### src/rtl/asw_pkg.sv
package asw_pkg;

    // DMA teardown pulse pair issued for one channel
    typedef struct packed {
        logic clr;
        logic reload;
    } asw_teardown_t;

    // Start-controller state for one interface
    typedef struct packed {
        logic run;
        logic start;
    } asw_start_t;

endpackage

### src/rtl/asw_shadow_slot.sv
module asw_shadow_slot #(
    parameter int W = 4
) (
    input  logic         clk,
    input  logic         rst_n,
    input  logic         we,
    input  logic [W-1:0] wdata,
    input  logic         sync,
    input  logic         idle,
    output logic [W-1:0] act,
    output logic         pend
);

    typedef struct packed {
        logic [W-1:0] shd;
        logic [W-1:0] act;
        logic         pend;
    } slot_t;

    slot_t st_d, st_q;

    always_comb begin
        st_d = st_q;
        if (idle && we) begin
            // nothing is streaming: bypass the deferral
            st_d.act  = wdata;
            st_d.shd  = wdata;
            st_d.pend = 1'b0;
        end else begin
            if (sync && st_q.pend) begin
                st_d.act  = st_q.shd;
                st_d.pend = 1'b0;
            end
            if (we) begin
                // new write waits for the next strobe
                st_d.shd  = wdata;
                st_d.pend = 1'b1;
            end
        end
    end

    always_ff @(posedge clk or negedge rst_n) begin
        if (!rst_n) st_q <= '0;
        else        st_q <= st_d;
    end

    assign act  = st_q.act;
    assign pend = st_q.pend;

endmodule

### src/rtl/asw_start_ctrl.sv
module asw_start_ctrl
    import asw_pkg::*;
(
    input  logic clk,
    input  logic rst_n,
    input  logic en,
    input  logic tsl_rst,
    output logic run,
    output logic start
);

    asw_start_t st_d, st_q;

    always_comb begin
        st_d       = st_q;
        st_d.start = en && !st_q.run && tsl_rst;
        if (!en)          st_d.run = 1'b0;
        else if (tsl_rst) st_d.run = 1'b1;
    end

    always_ff @(posedge clk or negedge rst_n) begin
        if (!rst_n) st_q <= '0;
        else        st_q <= st_d;
    end

    assign run   = st_q.run;
    assign start = st_q.start;

endmodule

### src/rtl/asw_dma_off.sv
module asw_dma_off
    import asw_pkg::*;
#(
    parameter int N = 2
) (
    input  logic         clk,
    input  logic         rst_n,
    input  logic [N-1:0] dma_en,
    output logic [N-1:0] fifo_clr,
    output logic [N-1:0] ptr_reload
);

    typedef struct packed {
        logic          [N-1:0] en;
        asw_teardown_t [N-1:0] td;
    } off_t;

    off_t st_d, st_q;

    always_comb begin
        st_d    = st_q;
        st_d.en = dma_en;
        for (int i = 0; i < N; i++) begin
            st_d.td[i].clr    = st_q.en[i] && !dma_en[i];
            st_d.td[i].reload = st_q.en[i] && !dma_en[i];
        end
    end

    always_ff @(posedge clk or negedge rst_n) begin
        if (!rst_n) st_q <= '0;
        else        st_q <= st_d;
    end

    for (genvar g = 0; g < N; g++) begin : g_out
        assign fifo_clr[g]   = st_q.td[g].clr;
        assign ptr_reload[g] = st_q.td[g].reload;
    end

endmodule

### src/rtl/asw_switch_ctl.sv
module asw_switch_ctl #(
    parameter int NUM_IF = 2,
    parameter int WS_W   = 4
) (
    input  logic                   clk,
    input  logic                   rst_n,
    input  logic                   cfg_we_mode,
    input  logic [NUM_IF-1:0]      cfg_mode,
    input  logic [NUM_IF-1:0]      cfg_we_ws,
    input  logic [WS_W-1:0]        cfg_ws_data,
    input  logic [NUM_IF-1:0]      prot_hit,
    input  logic [NUM_IF-1:0]      tsl_reset,
    input  logic [NUM_IF-1:0]      dma_en,
    output logic [NUM_IF-1:0]      act_mode,
    output logic [NUM_IF*WS_W-1:0] act_ws,
    output logic                   mode_pend,
    output logic [NUM_IF-1:0]      ws_pend,
    output logic [NUM_IF-1:0]      if_run,
    output logic [NUM_IF-1:0]      if_start,
    output logic [NUM_IF-1:0]      fifo_clr,
    output logic [NUM_IF-1:0]      ptr_reload
);

    localparam int WS_TOT = NUM_IF * WS_W;

    logic idle;
    logic mode_sync;

    // both interfaces off: writes bypass the shadow
    assign idle      = (act_mode == '0);
    // the mode field spans all interfaces, so any channel strobe loads it
    assign mode_sync = |prot_hit;

    asw_shadow_slot #(.W(NUM_IF)) u_mode (
        .clk   (clk),
        .rst_n (rst_n),
        .we    (cfg_we_mode),
        .wdata (cfg_mode),
        .sync  (mode_sync),
        .idle  (idle),
        .act   (act_mode),
        .pend  (mode_pend)
    );

    for (genvar g = 0; g < NUM_IF; g++) begin : g_if
        asw_shadow_slot #(.W(WS_W)) u_ws (
            .clk   (clk),
            .rst_n (rst_n),
            .we    (cfg_we_ws[g]),
            .wdata (cfg_ws_data),
            .sync  (prot_hit[g]),
            .idle  (idle),
            .act   (act_ws[g*WS_W +: WS_W]),
            .pend  (ws_pend[g])
        );

        asw_start_ctrl u_start (
            .clk     (clk),
            .rst_n   (rst_n),
            .en      (act_mode[g]),
            .tsl_rst (tsl_reset[g]),
            .run     (if_run[g]),
            .start   (if_start[g])
        );
    end

    asw_dma_off #(.N(NUM_IF)) u_dma (
        .clk        (clk),
        .rst_n      (rst_n),
        .dma_en     (dma_en),
        .fifo_clr   (fifo_clr),
        .ptr_reload (ptr_reload)
    );

    logic [WS_TOT-1:0] unused_ws_chk;
    assign unused_ws_chk = act_ws;

endmodule

### config.mk
export PLATFORM = sky130hd
export DESIGN_NAME = asw_switch_ctl
export DESIGN_NICKNAME = d
export VERILOG_FILES = /design/src/rtl/asw_pkg.sv /design/src/rtl/asw_shadow_slot.sv /design/src/rtl/asw_start_ctrl.sv /design/src/rtl/asw_dma_off.sv /design/src/rtl/asw_switch_ctl.sv
export SDC_FILE = /design/constraint.sdc
export NUM_CORES = 1
export LEC_CHECK = 0
export BUFFER_PORTS_ARGS = -buffer_cell sky130_fd_sc_hd__clkbuf_2
export CORE_ASPECT_RATIO = 1.2
export CORE_MARGIN = 8
export CORE_UTILIZATION = 25
export CTS_BUF_LIST = sky130_fd_sc_hd__clkbuf_4 sky130_fd_sc_hd__clkbuf_8
export DETAILED_ROUTE_END_ITERATION = 8
export GPL_ROUTABILITY_DRIVEN = 0
export SLEW_MARGIN = 20
export SYNTH_ARGS = -nofsm -noshare
export SYNTH_HDL_FRONTEND = slang
export SYNTH_SLANG_ARGS = --single-unit
### constraint.sdc
create_clock -name clk -period 1.2 [get_ports clk]
set_input_delay 0.18 -clock clk [delete_from_list [all_inputs] [get_ports clk]]
set_output_delay 0.18 -clock clk [all_outputs]
set_load 0.02 [all_outputs]
== Word-level counts from Yosys, hierarchy flattened ==
Cells that the tools add are included.
Widths: inputs -> output; s select.

* Muxes and demuxes: 16
* Equal/unequal tests: 2
* Reduce and logical (&&, ||, !) cells: 27

{| class="wikitable"
|+ Operator list
! kind !! number
|-
| $mux 9 || 2
|-
| $mux 5 || 3
|-
| $logic_and 1x1->1 || 12
|-
| $reduce_bool 2->1 || 6
|-
| $reduce_bool 3->1 || 3
|-
| $mux 4 || 2
|-
| $mux 1 || 7
|-
| $logic_not 1->1 || 4
|-
| $ne 2x2->1 const B || 2
|-
| $mux 3 || 1
|-
| $logic_not 2->1 || 1
|-
| $mux 2 || 1
|-
| $reduce_or 2->1 || 1
|}

* Register bits after elaboration: 31
* Word-level logic and storage cells: 61
* Bits of input ports: 17
* Output and inout bits: 21

== Longest topological paths before layout ==
Gate-level depths: netlist of the first run.

* Word-level depth: 5
* Gate-level depth with buffers: 4
* Depth with buffers taken out: 3

== Hierarchy ==
A second synthesis of the first run with hierarchy kept.

* Cell total of the unflattened synthesis: 118
* Area, all modules: 1483.9 sq um

{| class="wikitable"
|+ Modules (own cells, without submodules)
! module !! instances !! seq. area each (sq um) !! cells each !! area an instance (sq um)
|-
| asw_shadow_slot at g_if[0].u_ws ... || 2 || 225.2 || 39 || 470.5
|-
| asw_shadow_slot at u_mode || 1 || 125.1 || 20 || 242.7
|-
| asw_dma_off || 1 || 100.1 || 10 || 157.7
|-
| asw_start_ctrl || 2 || 50.0 || 4 || 66.3
|-
| asw_switch_ctl || 1 || 0.0 || 2 || 10.0
|}

== Least setup slack after synthesis of the first run ==
OpenSTA, ideal clock, no wires.

* Path type: reg2reg
* Start point: register u_mode.st_q, in the netlist u_mode.act[1]
* End point: register g_if[0].u_ws.st_q, in the netlist g_if[0].u_ws.act[0]
* Data arrival time: 923 ps
* Setup time: 136 ps
* Data required time: 1064 ps
* Period minus slack after synthesis: 1059 ps
* Buffers on the path: 1
* Cell stages (with the launch flop): 4
* Path slack: 141 ps
* Path through: dfrtp_1 -> buf_2 -> nor3b_4 -> o21ai_0

* Cells in the longest elaborated chain, start to end: 3
* Elaborated cells between the ends (all ways): 4
* Classes of those cells: 1 x mux; 3 x reduce/logical

{| class="wikitable"
|+ RTL lines
! item !! RTL line !! RTL
|-
| from (decl) || asw_shadow_slot.sv:20 || <nowiki>slot_t st_d, st_q;</nowiki>
|-
| from (signal assigned) || asw_shadow_slot.sv:44 || <nowiki>else st_q <= st_d;</nowiki>
|-
| $logic_not 2->1 (*) || asw_switch_ctl.sv:30 || <nowiki>assign idle = (act_mode == '0);</nowiki>
|-
| $logic_and 1x1->1 (*) || asw_shadow_slot.sv:24 || <nowiki>if (idle && we) begin</nowiki>
|-
| $mux 9 / $reduce_bool 2->1 (equally long branches) || n/a ||
|-
| to (signal assigned) || asw_shadow_slot.sv:44 ||
|-
| to (decl) || asw_shadow_slot.sv:20 ||
|}

Every way passes the cells marked *; elsewhere a longest branch is shown, timed or not.
A chain may end at the register's enable or synchronous reset.

== Worst setup path after layout of the first run ==
* Start point: register u_mode.st_q, in the netlist u_mode.act[1]
* End point: output port act_mode[1]

{| class="wikitable"
|+ RTL lines
! item !! RTL line !! RTL
|-
| to (decl) || asw_switch_ctl.sv:14 || <nowiki>output logic [NUM_IF-1:0] act_mode,</nowiki>
|}

No word-level cell between the ends.

==> results of run 1 <==
-- cells in the mapped netlist (all sizes together) --
library cell  count
o21a              3
nor3b             2
inv               3
dfrtp            31
mux2             10
a21oi             2
nor2b             2
nand3             5
buf              22
nand2b            2
o21ai            13
nand2            12
o311ai            1
mux2i             8
nor2              5
-- final cells by class --
type                            instances  area, µm²  area share, %
Multi-Input combinational cell         65        458           26.6
Timing Repair Buffer                   45        278           16.1
Tap cell                               64       80.1           4.65
Clock buffer                            6       82.6           4.79
Inverter                                3       11.3          0.654
Sequential cell                        31        778           45.2
Clock inverter                          2       35.0           2.03
-- critical path, cell delays in order (launching register included) --
cell      delay, ps
dfrtp_2         440
buf_4           170
clkbuf_8        150
-- registers in the layout, summed over array words and instances (netlist names) --
| register | cells |
|---|---|
| u_mode.pend | 1 |
| g_if.u_start.run | 2 |
| u_mode.st_q | 2 |
| u_dma.fifo_clr | 2 |
| g_if.u_ws.act | 8 |
| g_if.u_start.start | 2 |
| u_dma.st_q | 2 |
| u_mode.act | 2 |
| g_if.u_ws.st_q | 8 |
| g_if.u_ws.pend | 2 |
-- stage by stage --
stage	hold WS, ps	cell area, µm²	cells	power [mW]	utilization, %
detailed placement	225	1540	204	2.86	27.7
finish	15.5	1720	216	4.06	31.0
floorplan	-116	1410	121	2.71	-
CTS	3.96	1720	216	4.13	31.0
global placement	224	1540	204	2.83	27.7
global route	7.74	1720	216	4.34	31.0
-- kinds of logic after synthesis --
group | Yosys count | synth area share (%)
DFF | 31 | 55.0
and+or+nand+nor | 28 | 11.3
buffers and inverters | 25 | 12.6
muxes | 18 | 13.7
AOI/OAI and AO/OA | 19 | 7.54
-- power by group through the flow --
stage	Combinational, mW	Clock, mW	Sequential, mW
2_1_floorplan	1.22	0	1.49
3_3_place_gp	1.23	0	1.60
3_5_place_dp	1.26	0	1.60
4_1_cts	1.47	1.10	1.57
5_1_grt	1.58	1.14	1.61
6_report	1.44	1.05	1.57
-- cells in the final DEF, fill, tap and decap left out, drive strengths merged --
cell type,count
clkinv,1
nand2b,2
nor3b,2
o21ai,13
o21a,3
nor2b,2
nand2,12
bufinv,1
nand3,5
a21oi,2
nor2,5
dfrtp,31
o311ai,1
buf,7
mux2i,8
dlygate4sd3,1
inv,3
clkbuf,43
mux2,10
-- worst max-delay path by stage --
| stage | to | start | slack (ps) | cells after the start |
|---|---|---|---|---|
| after CTS | act_mode[1] | u_mode.act[1] | -20 | 2 |
| after detailed placement | g_if[0].u_ws.act[1] | u_mode.act[0] | 60 | 2 |
| after floorplan | g_if[0].u_ws.act[0] | u_mode.act[1] | 140 | 3 |
| after global routing | g_if[1].u_ws.act[0] | u_mode.act[1] | -80 | 3 |
| final | act_mode[1] | u_mode.act[1] | -20 | 2 |
| after global placement | g_if[1].u_ws.act[0] | u_mode.act[0] | 110 | 2 |
-- what timing repair did --
action | 4_1_cts | 5_1_grt
pin swaps | 1 | 0
buffers inserted | 3 | 0
hold buffers | 1 | 0
hold endpoints to repair | 31 | 0
gates resized for setup | 6 | 1
endpoints found under the setup margin | 2 | 12
-- routing by layer --
metal | global-route usage [%] | vias to the layer above
met2 | 11.8 | 35
met1 | 8.38 | 419
met5 | 0 | -
met3 | 4.29 | 7
met4 | 3.71 | 0
li1 | - | 445
==> results.toml, run 1 <==
[setup_path]
required_ps = 1020
setup.worst_path.start_class = "flop"
rr_endpoint = "g_if[1].u_ws.act[2]"
cp.arrival_ps = 1040
r2r_slack_ps = 10
worstSetupPathType = "flop to output pin"
reg2regPathDepth = 3
r2r_start = "u_mode.act[1]"
critical_path.max_fanout = 6
worstSetupEndpointType = "output pin"

[sta]
fin_tns_setup_ps = -21.0
relSlewSlack_pct = 73.4
min_period_ps = 1220
worstMarginPinSlew_ps = 399
max_freq_mhz = 823
finalMaxSlewViolations = 0
fin_skew_ps = 5.33
setup_ws_ps = -15.1
min_period_over_period_pct = 101
finalHoldViolCount = 0
grt_setup_unrepaired = "true"
setup_viol = 2

[global_routing]
grt_util_all_layers_pct = 7.70
grt_pass1_wl_mm = 4.95
grt_overflow = 0
antenna_found_initial = 0
grt_pass1_vias = 981
grt_max_degree = 32

[die]
rows = 30
die_h_um = 98.3
dieArea_um2 = 8320
coreArea_um2 = 5560
initial_core_util_pct = 25.4
dieWidth_um = 84.6
num_io_pins = 38

[power]
switchingPower_mw = 1.40
p_leak_nw = 0.838
internal-power_mw = 2.66
ir_drop_v = 0.000618
combPwrFrac_pct = 35.5
pwr-share-clk_pct = 25.9
swShare_pct = 34.5
seqPwrFrac_pct = 38.5
powerDensity_nw_per_um2 = 2360

[clocking]
insertion_delay_ps = 280
cts_tree = "built"
htreeDepth = 2
numCtsBuffers = 5
root_buffer = "clkbuf_8"
clock_sinks = 31
cts_buffer_depth = 2
cts.clk_slew.worst_paths_ps = 70

[routing]
dr.max_layer_used = "met4"
wl_met2_mm = 1.37
drt_iter0_drc = 75
wl_per_cell_um = 13.5
routed_wl_mm = 2.92
drc_errors = 0
vias_per_cell = 4.19
wl_met1_mm = 1.21
vias = 906
met3_length_um = 282
postRouteAntennaNets = 0
dr.pass1.iters = 4

[hold_path]
worstHoldPathCells = 1
hold_end = "u_dma.st_q[5]"
min_from = "dma_en[1]"
min_path_type = "primary input to flop"

[synthesis]
synth-seq-cells = 31
yosys.area.top_type = "dfrtp_1"
syn_area_um2 = 1410
ys_types = 18
syn_area_per_cell_um2 = 11.7
ys_warn_count = 0
syn_nets = 138
synth.area.top_cells = "dfrtp_1 (55%), buf_4 (11%), mux2_2 (8.0%), mux2i_1 (5.7%), o21ai_0 (4.6%)"
seq_area_frac_synth_pct = 55.0
synthCells = 121
synth_top_cell_area_share_pct = 55.0

[run_status]
status = "finished with violations"
violations = "negative setup slack"

[place]
dpl_worst_slack_ps = 56.3
io_buffers = 37
hpwlAfterDp_mm = 2.23

[layout]
n_fill_cell = 574
nNetsFinal = 168
drive_gt1_share_pct = 44.1
area_growth_syn_to_layout_pct = 22.1
antenna_cells = 0

[job]
drv_cap = 0
Note: power is estimated with default switching activity, not from simulation.
==> inputs of run 2 (changes only) <==
- CORE_MARGIN: 8 -> not set
- CORE_UTILIZATION: 25 -> 53
- PLACE_DENSITY: not set -> 0.8
==> results.toml, run 2 (synthesized netlist as in run 1, its figures left out) <==
[sta]
finalHoldViolCount = 0
relSlewSlack_pct = 74.1
finalMaxSlewViolations = 0
setup_ws_ps = 2.42
fin_tns_setup_ps = 0
holdWs_ps = 50.6
max_freq_mhz = 835
min_period_over_period_pct = 99.8
worstMarginPinSlew_ps = 389
setup_viol = 0
fin_skew_ps = 12.4
grt_setup_unrepaired = "true"
min_period_ps = 1200

[clocking]
clock_sinks = 31
cts_tree = "built"
cts_buffer_depth = 2
htreeDepth = 2
cts.clk_slew.worst_paths_ps = 100
numCtsBuffers = 5
root_buffer = "clkbuf_4"
insertion_delay_ps = 340

[hold_path]
min_path_type = "primary input to flop"
hold_end = "g_if[1].u_start.start"
min_from = "tsl_reset[1]"
worstHoldPathCells = 3

[setup_path]
setup.worst_path.start_class = "flop"
reg2regPathDepth = 3
crit_buf_inv = 2
critical_path.max_stage_delay_ps = 430
worstSetupPathType = "flop to output pin"
crit_chain = "buf_6 -> buf_8"
r2r_slack_ps = 30
worstSetupEndpointType = "output pin"
cp_top_family = "flip-flops"
crit_slowest_cell = "dfrtp_2"
r2r_start = "u_mode.act[1]"
rr_endpoint = "g_if[0].u_ws.act[2]"
required_ps = 1020
critical_path.max_fanout = 4
cp.arrival_ps = 1020

[global_routing]
grt_max_degree = 32
antenna_found_initial = 0
grt_util_all_layers_pct = 20.4
grt_pass1_wl_mm = 4.08
grt_overflow = 0
grt_pass1_vias = 937

[die]
coreArea_um2 = 2530
num_io_pins = 38
die_h_um = 58.5
initial_core_util_pct = 55.8
rows = 20
dieWidth_um = 49.1
dieArea_um2 = 2870

[place]
dpl_cell_area_um2 = 1490
io_buffers = 37
dpl_worst_slack_ps = 70.0
dpl.cell_count = 172
hpwlAfterDp_mm = 1.75

[run_status]
status = "completed"

[layout]
nNetsFinal = 173
post-route-cell-area_um2 = 1680
antenna_cells = 0
n_fill_cell = 191
fin_cells = 189
area_growth_syn_to_layout_pct = 18.7
final_cell_mix = "clkbuf_2 (35), dfrtp_1 (29), o21ai_0 (13)"
final_common_cell = "clkbuf_2"
drive_gt1_share_pct = 44.2

[job]
drv_cap = 0

[routing]
postRouteAntennaNets = 0
routed_wl_mm = 2.64
wl_per_cell_um = 14.0
vias_per_cell = 5.26
drc_errors = 0
drt_iter0_drc = 30
dr.pass1.iters = 4
vias = 995

[power]
ir_drop_v = 0.00129
p_leak_nw = 0.833
powerDensity_nw_per_um2 = 2210
## run 2: cell count changes in the layout (fill, tap and decap cells not counted)
| cell | before | now |
|---|---|---|
| buf_12 | 1 | 0 |
| buf_6 | 0 | 4 |
| bufinv_16 | 1 | 0 |
| o21ai_0 | 12 | 13 |
| o21ai_1 | 1 | 0 |
| clkbuf_8 | 8 | 1 |
| clkbuf_4 | 0 | 5 |
| dlygate4sd3_1 | 1 | 3 |
| buf_8 | 0 | 2 |
| nor3b_2 | 0 | 1 |
| buf_4 | 6 | 5 |
## run 2: tightest hold or removal path, stage by stage
cell	delay [ps]
clkbuf_2	90
nand2_1	50
nor2_1	30
## run 2: per-stage QoR
stage	total power [mW]	util (%)
floorplan	2.71	-
global placement	2.76	59.1
detailed placement	2.82	59.1
CTS	3.62	65.1
global route	3.92	66.3
finish	3.70	66.3
## run 2: metal layers
layer | vias up | share of wire, % | global-route usage, %
met5 | - | 0 | 0
met4 | 0 | 3.4 | 14.7
met3 | 10 | 7.1 | 5.17
met2 | 54 | 50 | 34.1
met1 | 470 | 39 | 22.7
li1 | 461 | - | -
## run 2: worst max path at each step
stage,cells past startpoint,end,start
floorplan,3,g_if[0].u_ws.act[0],u_mode.act[1]
global placement,2,g_if[1].u_ws.act[1],u_mode.act[0]
detailed placement,2,g_if[1].u_ws.act[1],u_mode.act[0]
CTS,2,act_mode[1],u_mode.act[1]
global route,5,g_if[1].u_ws.act[0],u_mode.act[1]
finish,2,act_mode[1],u_mode.act[1]
## run 2: timing repair
action                                  in CTS  in global routing
hold buffers                                 3                  0
setup buffers                                5                  1
resized for setup                            7                  4
cloned                                       0                  1
endpoints found under the setup margin       2                  9
pin swaps                                    1                  2
endpoints found under the hold margin       33                  0
## run 2: layout make-up
| class | count | area [µm²] | area share (%) |
|---|---|---|---|
| tap | 33 | 41.3 | 2.46 |
| timing repair buffer | 49 | 318 | 19.0 |
| sequential | 31 | 778 | 46.5 |
| clock inverter | 1 | 5.00 | 0.299 |
| multi-input combinational | 66 | 470 | 28.1 |
| clock buffer | 6 | 51.3 | 3.06 |
| inverter | 3 | 11.3 | 0.672 |
## run 2: report_power, final
part | switching [mW] | total [mW] | leakage [nW] | internal, mW
combinational | 0.856 | 1.56 | 0.431 | 0.702
clock | 0.341 | 0.612 | 0.0341 | 0.271
sequential | 0.190 | 1.53 | 0.369 | 1.34
